$ cat src/rtl/tsi_cpu_pkg.sv
package tsi_cpu_pkg;

   // Store select encoding (mode register bits 4:3)
   typedef enum logic [1:0] {
      SEL_NONE   = 2'b00,
      SEL_DATA   = 2'b01,
      SEL_CONN_L = 2'b10,
      SEL_CONN_H = 2'b11
   } store_sel_e;

   localparam int MODE_W    = 8;
   localparam int STREAM_FW = 3;   // width of the stream field in the mode byte
   localparam int BIT_SPLIT = 7;
   localparam int BIT_PROC  = 6;
   localparam int BIT_RSV   = 5;
   localparam int SEL_HI    = 4;
   localparam int SEL_LO    = 3;

   typedef struct packed {
      logic                 split;
      logic                 proc;
      store_sel_e           sel;
      logic [STREAM_FW-1:0] stream;
   } mode_s;

endpackage

$ cat src/rtl/tsi_mode_reg.sv
module tsi_mode_reg
   import tsi_cpu_pkg::*;
#(
   parameter int STREAM_AW = 3
)(
   input  logic              clk,
   input  logic              rst_n,
   input  logic              load,
   input  logic [MODE_W-1:0] din,
   output mode_s             mode,
   output logic [MODE_W-1:0] mode_byte
);

   if (STREAM_AW < 1 || STREAM_AW > STREAM_FW) begin : g_bad_stream
      $error("tsi_mode_reg: STREAM_AW must be 1..3");
   end

   mode_s q;

   always_ff @(posedge clk or negedge rst_n) begin
      if (!rst_n) begin
         q <= '0;
      end else if (load) begin
         q.split  <= din[BIT_SPLIT];
         q.proc   <= din[BIT_PROC];
         q.sel    <= store_sel_e'(din[SEL_HI:SEL_LO]);
         q.stream <= '0;
         q.stream[STREAM_AW-1:0] <= din[STREAM_AW-1:0];
      end
   end

   // Unused stream bits read as zero when the stream field is narrowed
   logic [STREAM_FW-1:0] stream_rd;
   for (genvar i = 0; i < STREAM_FW; i++) begin : g_stream_bit
      if (i < STREAM_AW) begin : g_used
         assign stream_rd[i] = q.stream[i];
      end else begin : g_unused
         assign stream_rd[i] = 1'b0;
      end
   end

   assign mode = q;
   assign mode_byte = {q.split, q.proc, 1'b0, q.sel, stream_rd};

   // without a load the register keeps its value
   p_mode_hold_r9: assert property (@(posedge clk) disable iff (!rst_n)
      !load |=> $stable(q));

endmodule

$ cat src/rtl/tsi_bus_decode.sv
module tsi_bus_decode
   import tsi_cpu_pkg::*;
#(
   parameter int CH_AW     = 5,
   parameter int STREAM_AW = 3,
   localparam int AW       = CH_AW + 1,
   localparam int MAW      = STREAM_AW + CH_AW
)(
   input  logic           clk,
   input  logic           rst_n,
   input  logic           cs,
   input  logic           rd,
   input  logic           wr,
   input  logic [AW-1:0]  addr,
   input  mode_s          mode,
   output logic           mode_load,
   output logic           mode_read,
   output logic           mem_read,
   output store_sel_e     rd_sel,
   output logic [MAW-1:0] mem_addr,
   output logic           dm_rd_en,
   output logic           cml_rd_en,
   output logic           cmh_rd_en,
   output logic           cml_we,
   output logic           cmh_we
);

   logic acc_wr, acc_rd, in_mem;

   // Write wins over read when both strobes are high
   assign acc_wr = cs & wr;
   assign acc_rd = cs & rd & ~wr;
   assign in_mem = addr[CH_AW];

   assign mode_load = acc_wr & ~in_mem;
   assign mode_read = acc_rd & ~in_mem;
   assign mem_read  = acc_rd & in_mem;

   // Split mode steers every memory read to the data store
   assign rd_sel = mode.split ? SEL_DATA : mode.sel;

   assign mem_addr = {mode.stream[STREAM_AW-1:0], addr[CH_AW-1:0]};

   assign dm_rd_en  = mem_read && (rd_sel == SEL_DATA);
   assign cml_rd_en = mem_read && (rd_sel == SEL_CONN_L);
   assign cmh_rd_en = mem_read && (rd_sel == SEL_CONN_H);

   // Data store is filled by the receive path only: no host write path
   assign cml_we = acc_wr && in_mem && (mode.sel == SEL_CONN_L);
   assign cmh_we = acc_wr && in_mem && (mode.sel == SEL_CONN_H);

   // split reads touch only the data store
   p_split_to_dm_r7: assert property (@(posedge clk) disable iff (!rst_n)
      (cs && rd && !wr && addr[CH_AW] && mode.split) |-> (dm_rd_en && !cml_rd_en && !cmh_rd_en));

   // at most one store strobe in any cycle
   p_one_strobe_r6: assert property (@(posedge clk) disable iff (!rst_n)
      $onehot0({cml_we, cmh_we, dm_rd_en, cml_rd_en, cmh_rd_en}));

   // no store activity without chip select
   p_idle_no_cs_r9: assert property (@(posedge clk) disable iff (!rst_n)
      !cs |-> !(cml_we || cmh_we || dm_rd_en || cml_rd_en || cmh_rd_en));

endmodule

$ cat src/rtl/tsi_read_path.sv
module tsi_read_path
   import tsi_cpu_pkg::*;
#(
   parameter int DW = 8
)(
   input  logic          clk,
   input  logic          rst_n,
   input  logic          mode_read,
   input  logic          mem_read,
   input  store_sel_e    rd_sel,
   input  logic [DW-1:0] mode_byte,
   input  logic [DW-1:0] dm_rdata,
   input  logic [DW-1:0] cml_rdata,
   input  logic [DW-1:0] cmh_rdata,
   output logic [DW-1:0] rdata
);

   logic [DW-1:0] mem_mux, next_rd;

   always_comb begin
      unique case (rd_sel)
         SEL_DATA:   mem_mux = dm_rdata;
         SEL_CONN_L: mem_mux = cml_rdata;
         SEL_CONN_H: mem_mux = cmh_rdata;
         default:    mem_mux = '0;
      endcase
   end

   assign next_rd = mode_read ? mode_byte : mem_mux;

   always_ff @(posedge clk or negedge rst_n) begin
      if (!rst_n)                     rdata <= '0;
      else if (mode_read || mem_read) rdata <= next_rd;
   end

   // bus data holds between accepted reads
   p_rdata_hold_r8: assert property (@(posedge clk) disable iff (!rst_n)
      !(mode_read || mem_read) |=> $stable(rdata));

endmodule

$ cat src/rtl/tsi_cpu_port.sv
module tsi_cpu_port
   import tsi_cpu_pkg::*;
#(
   parameter int CH_AW     = 5,
   parameter int STREAM_AW = 3,
   parameter int DW        = 8,
   localparam int AW       = CH_AW + 1,
   localparam int MAW      = STREAM_AW + CH_AW
)(
   input  logic           clk,
   input  logic           rst_n,
   input  logic           cs,
   input  logic           rd,
   input  logic           wr,
   input  logic [AW-1:0]  addr,
   input  logic [DW-1:0]  wdata,
   output logic [DW-1:0]  rdata,
   output logic [MAW-1:0] mem_addr,
   output logic [DW-1:0]  mem_wdata,
   output logic           dm_rd_en,
   output logic           cml_rd_en,
   output logic           cmh_rd_en,
   output logic           cml_we,
   output logic           cmh_we,
   input  logic [DW-1:0]  dm_rdata,
   input  logic [DW-1:0]  cml_rdata,
   input  logic [DW-1:0]  cmh_rdata,
   output logic           proc_all,
   output logic           split_mode
);

   if (DW != MODE_W) begin : g_bad_dw
      $error("tsi_cpu_port: DW must equal the mode register width");
   end
   if (CH_AW < 1) begin : g_bad_ch
      $error("tsi_cpu_port: CH_AW must be at least 1");
   end

   mode_s       mode;
   logic [DW-1:0] mode_byte;
   logic        mode_load, mode_read, mem_read;
   store_sel_e  rd_sel;

   tsi_mode_reg #(.STREAM_AW(STREAM_AW)) u_mode (
      .clk(clk), .rst_n(rst_n), .load(mode_load), .din(wdata),
      .mode(mode), .mode_byte(mode_byte)
   );

   tsi_bus_decode #(.CH_AW(CH_AW), .STREAM_AW(STREAM_AW)) u_dec (
      .clk(clk), .rst_n(rst_n), .cs(cs), .rd(rd), .wr(wr), .addr(addr),
      .mode(mode), .mode_load(mode_load), .mode_read(mode_read),
      .mem_read(mem_read), .rd_sel(rd_sel), .mem_addr(mem_addr),
      .dm_rd_en(dm_rd_en), .cml_rd_en(cml_rd_en), .cmh_rd_en(cmh_rd_en),
      .cml_we(cml_we), .cmh_we(cmh_we)
   );

   tsi_read_path #(.DW(DW)) u_rd (
      .clk(clk), .rst_n(rst_n), .mode_read(mode_read), .mem_read(mem_read),
      .rd_sel(rd_sel), .mode_byte(mode_byte), .dm_rdata(dm_rdata),
      .cml_rdata(cml_rdata), .cmh_rdata(cmh_rdata), .rdata(rdata)
   );

   assign mem_wdata  = wdata;
   assign proc_all   = mode.proc;
   assign split_mode = mode.split;

   // reserved bit is never seen by a mode register read
   p_rsv_zero_r2: assert property (@(posedge clk) disable iff (!rst_n)
      (cs && rd && !wr && !addr[CH_AW]) |=> (rdata[BIT_RSV] == 1'b0));

   // a mode write is reflected on the global outputs next cycle
   p_mode_out_r3: assert property (@(posedge clk) disable iff (!rst_n)
      (cs && wr && !addr[CH_AW]) |=> (proc_all == $past(wdata[BIT_PROC]) &&
                                      split_mode == $past(wdata[BIT_SPLIT])));

endmodule

$ cat config.mk
export PLATFORM = sky130hd
export DESIGN_NAME = tsi_cpu_port
export DESIGN_NICKNAME = d
export VERILOG_FILES = /design/src/rtl/tsi_cpu_pkg.sv /design/src/rtl/tsi_mode_reg.sv /design/src/rtl/tsi_bus_decode.sv /design/src/rtl/tsi_read_path.sv /design/src/rtl/tsi_cpu_port.sv
export SDC_FILE = /design/constraint.sdc
export NUM_CORES = 1
export LEC_CHECK = 0
export BUFFER_PORTS_ARGS = -buffer_cell sky130_fd_sc_hd__buf_4
export CAP_MARGIN = 40
export CELL_PAD_IN_SITES_DETAIL_PLACEMENT = 0
export CELL_PAD_IN_SITES_GLOBAL_PLACEMENT = 2
export CORE_MARGIN = 2
export CORE_UTILIZATION = 19
export CTS_BUF_LIST = sky130_fd_sc_hd__clkbuf_16
export DETAILED_ROUTE_END_ITERATION = 16
export HOLD_SLACK_MARGIN = 0.12
export PLACE_DENSITY_LB_ADDON = 0.25
export SETUP_SLACK_MARGIN = 0.2
export SYNTH_ARGS = -nofsm -noshare
export SYNTH_HDL_FRONTEND = slang
export SYNTH_SLANG_ARGS = --single-unit
$ cat constraint.sdc
create_clock -name clk -period 1.45 [get_ports clk]
set_clock_uncertainty 0.2 [all_clocks]
set_input_delay 0.0725 -clock clk [delete_from_list [all_inputs] [get_ports clk]]
set_output_delay 0.0725 -clock clk [all_outputs]
set_load 0.03 [all_outputs]
==> impl_metrics.sql <==
INSERT INTO impl_metrics (metric_group, metric, value, unit) VALUES
('run_status', 'run_status', 'finished, violations left', ''),
('run_status', 'violations_in_the_final_reports', 'hold timing, setup timing', ''),
('floorplanning', 'core-area', '5042', 'µm²'),
('grt', 'grt_max_degree', '16', ''),
('synthesis', 'mapped_cell_area', '984.7', 'µm²'),
('detailed_routing', 'route.detailed.vias_per_inst', '4.262', ''),
('floorplanning', 'dieWidth', '75.99', 'µm'),
('setup_path', 'cp.arrival', '1.52', 'ns'),
('power_and_ir_drop', 'seq_power_share', '27.2', '%'),
('floorplanning', 'full_die_area', '5774', 'µm²'),
('sta', 'timing_hold_violations_final', '1', ''),
('synthesis', 'synth_edf_count', '0', ''),
('setup_path', 'worstPathRequired', '1.37', 'ns'),
('layout', 'drive_above_1_share', '59.55', '%'),
('power_and_ir_drop', 'internal_power', '1.428', 'mW'),
('grt', 'overflow', '0', ''),
('layout', 'design_area', '1976', 'µm²'),
('clock_network', 'tritoncts.num_buffers', '3', ''),
('synthesis', 'synth.yosys.seq_area_share', '38.12', '%'),
('power_and_ir_drop', 'p_leak', '0.9264', 'nW'),
('floorplanning', 'die_y_extent', '75.99', 'µm'),
('setup_path', 'worst_setup_path_class', 'reg -> reg', ''),
('sta', 'worst_slew_margin_rel', '71.34', '%'),
('grt', 'grtUsageTotal', '11.76', '%'),
('layout', 'layoutNonFillerInstCount', '248', ''),
('grt', 'first_global_vias', '1171', ''),
('grt', 'grt_pass1_wl', '5.520', 'mm'),
('placed_design', 'pre_cts_ws', '-0.1611', 'ns'),
('detailed_routing', 'routed_wire_length_per_instance', '13.73', 'µm'),
('clock_network', 'cts-htree-levels', '1', ''),
('power_and_ir_drop', 'switching_power', '0.7553', 'mW'),
('detailed_routing', 'drt_antenna_net_count', '0', ''),
('power_and_ir_drop', 'power.density', '1105', 'nW/µm²'),
('placed_design', 'placedCellCount', '212', ''),
('placed_design', 'place.port_buffers', '61', ''),
('layout', 'num_antenna_cells', '0', ''),
('clock_network', 'cts_sinks', '15', ''),
('synthesis', 'asyncSetResetFlopFracSynth', '100.0', '%'),
('sta', 'setup_viol_count_final', '14', ''),
('synthesis', 'netlist-cell-type-count', '23', ''),
('synthesis', 'synth.avg_cell_area', '10.70', 'µm²'),
('clock_network', 'clock_path_buffers', '2', ''),
('synthesis', 'yosys_most_used_dff', 'sky130_fd_sc_hd__dfrtp_1', ''),
('synthesis', 'synth.ff_latch_count', '15', ''),
('sta', 'post_route_worst_setup_slack', '-0.1435', 'ns'),
('floorplanning', 'floorplan.initialDensity', '19.53', '%'),
('layout', 'area_growth', '100.6', '%'),
('power_and_ir_drop', 'sw_frac_of_total', '34.59', '%'),
('setup_path', 'worstSetupStartpointType', 'flop', ''),
('power_and_ir_drop', 'clock_power_share', '24.5', '%'),
('sta', 'timing.setup.tns', '-1.450', 'ns'),
('layout', 'final_core_utilization', '39.18', '%'),
('detailed_routing', 'drt_pre_antenna_iters', '4', ''),
('synthesis', 'synth_fp_nets', '135', ''),
('power_and_ir_drop', 'report.power.total', '2.183', 'mW'),
('setup_path', 'crit_start', 'u_mode.mode[3]', ''),
('detailed_routing', 'total_drc_errors_in_the_routed_layout', '0', ''),
('grt', 'antenna_found_initial', '0', ''),
('worst_hold_path', 'worstHoldStart', 'dm_rdata[0]', ''),
('setup_path', 'critPathMaxFanout', '8', ''),
('sta', 'post-route-period-util', '109.9', '%'),
('sta', 'hold-worst-slack', '-0.004548', 'ns'),
('power_and_ir_drop', 'max-vdd-ir-drop', '0.6370', 'mV'),
('clock_network', 'clk_latency', '0.24', 'ns'),
('layout', 'seq_area', '377.9', 'µm²'),
('sta', 'maxClockFrequency', '627.5', 'MHz'),
('clock_network', 'cts.clk_slew.worst_paths', '0.05', 'ns'),
('sta', 'worstMarginPinSlew', '0.4286', 'ns'),
('sta', 'maxSlewViolCount', '0', ''),
('power_and_ir_drop', 'share_of_total_power_in_combinational_logic', '48.2', '%'),
('floorplanning', 'pin_count', '74', '');
synthesized netlist by cell type, types with 2 or more instances:
| cell | number | area [µm²] |
|---|---|---|
| sky130_fd_sc_hd__buf_4 | 16 | 120.1 |
| sky130_fd_sc_hd__dfrtp_1 | 15 | 375.4 |
| sky130_fd_sc_hd__mux2i_1 | 8 | 80.08 |
| sky130_fd_sc_hd__o2bb2ai_1 | 8 | 70.07 |
| sky130_fd_sc_hd__a221o_1 | 7 | 70.07 |
| sky130_fd_sc_hd__mux2_2 | 7 | 78.83 |
| sky130_fd_sc_hd__nor3b_1 | 5 | 37.54 |
| sky130_fd_sc_hd__buf_2 | 3 | 15.01 |
| sky130_fd_sc_hd__nor2_1 | 3 | 11.26 |
| sky130_fd_sc_hd__buf_6 | 2 | 22.52 |
| sky130_fd_sc_hd__clkbuf_1 | 2 | 7.510 |
| sky130_fd_sc_hd__inv_1 | 2 | 7.510 |
| sky130_fd_sc_hd__nand2_1 | 2 | 7.510 |
| sky130_fd_sc_hd__nor3_1 | 2 | 10.01 |
| sky130_fd_sc_hd__nor4_1 | 2 | 12.51 |
per-layer routing:
| layer | global-route usage (%) | wire [µm] |
|---|---|---|
| met1 | 14.17 | 1439 |
| met2 | 20.89 | 1715 |
| met3 | 3.910 | 226 |
| met4 | 1.636 | 23 |
| met5 | 0 | 0 |
final cells by class:
cell class / instances / share of cell area [%]
timing repair buffer: 105 / 45.47
multi-input combinational: 52 / 26.47
sequential: 15 / 19.13
tap: 70 / 4.433
clock buffer: 3 / 3.800
inverter: 2 / 0.5067
clock inverter: 1 / 0.1900
repair_timing:
item	in CTS	in global routing
pin swaps	9	2
setup endpoints to repair	14	16
gates resized for setup	21	6
hold endpoints to repair	36	5
setup buffers	7	2
worst max-delay path, stage by stage, from the launching register on:
cell and delay (ns):
sky130_fd_sc_hd__dfrtp_2 0.44, sky130_fd_sc_hd__buf_6 0.13, sky130_fd_sc_hd__o311a_4 0.40, sky130_fd_sc_hd__a221o_1 0.31
worst paths after layout:
| check | to | slack, ns | cells after the start |
|---|---|---|---|
| hold reg to reg | u_rd.rdata[5] | 0.31 | 1 |
| max in group asynchronous | u_mode.mode[3] | 0.29 | 3 |
| setup reg to reg | u_rd.rdata[2] | -0.14 | 3 |
| setup / recovery | u_rd.rdata[2] | -0.14 | 3 |
| hold / removal | u_rd.rdata[0] | -0.005 | 3 |
| min in group asynchronous | u_mode.mode[6] | 0.56 | 3 |
cells by family (layout without fill, tap and decap cells):
group,Yosys count,after routing,synth area share (%)
AO/OA/AOI/OAI,18,18,16.90
buffers and inverters,25,111,17.54
flip-flops,15,15,38.12
multiplexers,15,15,16.14
AND/OR/NAND/NOR,19,19,11.31
power by group through the flow:
| stage | clock [mW] | combinational [mW] | sequential [mW] |
|---|---|---|---|
| 3_3_place_gp | 0 | 0.822 | 0.599 |
| 4_1_cts | 0.552 | 1.02 | 0.595 |
| 2_1_floorplan | 0 | 0.439 | 0.714 |
| 6_report | 0.535 | 1.05 | 0.595 |
| 5_1_grt | 0.567 | 1.12 | 0.613 |
| 3_5_place_dp | 0 | 0.835 | 0.596 |
registers in the layout (all words and copies together), names as in the netlist:
| name | cells |
|---|---|
| u_mode.mode | 4 |
| u_mode.stream_rd | 3 |
| u_rd.rdata | 8 |
layout by cell type (no fill, tap or decap), types with 3 or more instances in the layout:
master,count
sky130_fd_sc_hd__nor3b_1,5
sky130_fd_sc_hd__dlygate4sd3_1,23
sky130_fd_sc_hd__o2bb2ai_1,6
sky130_fd_sc_hd__dfrtp_1,13
sky130_fd_sc_hd__a221o_1,7
sky130_fd_sc_hd__buf_6,14
sky130_fd_sc_hd__mux2_2,5
sky130_fd_sc_hd__mux2i_1,8
sky130_fd_sc_hd__clkbuf_16,3
sky130_fd_sc_hd__buf_4,68
Note: power is estimated with default switching activity, not from simulation.
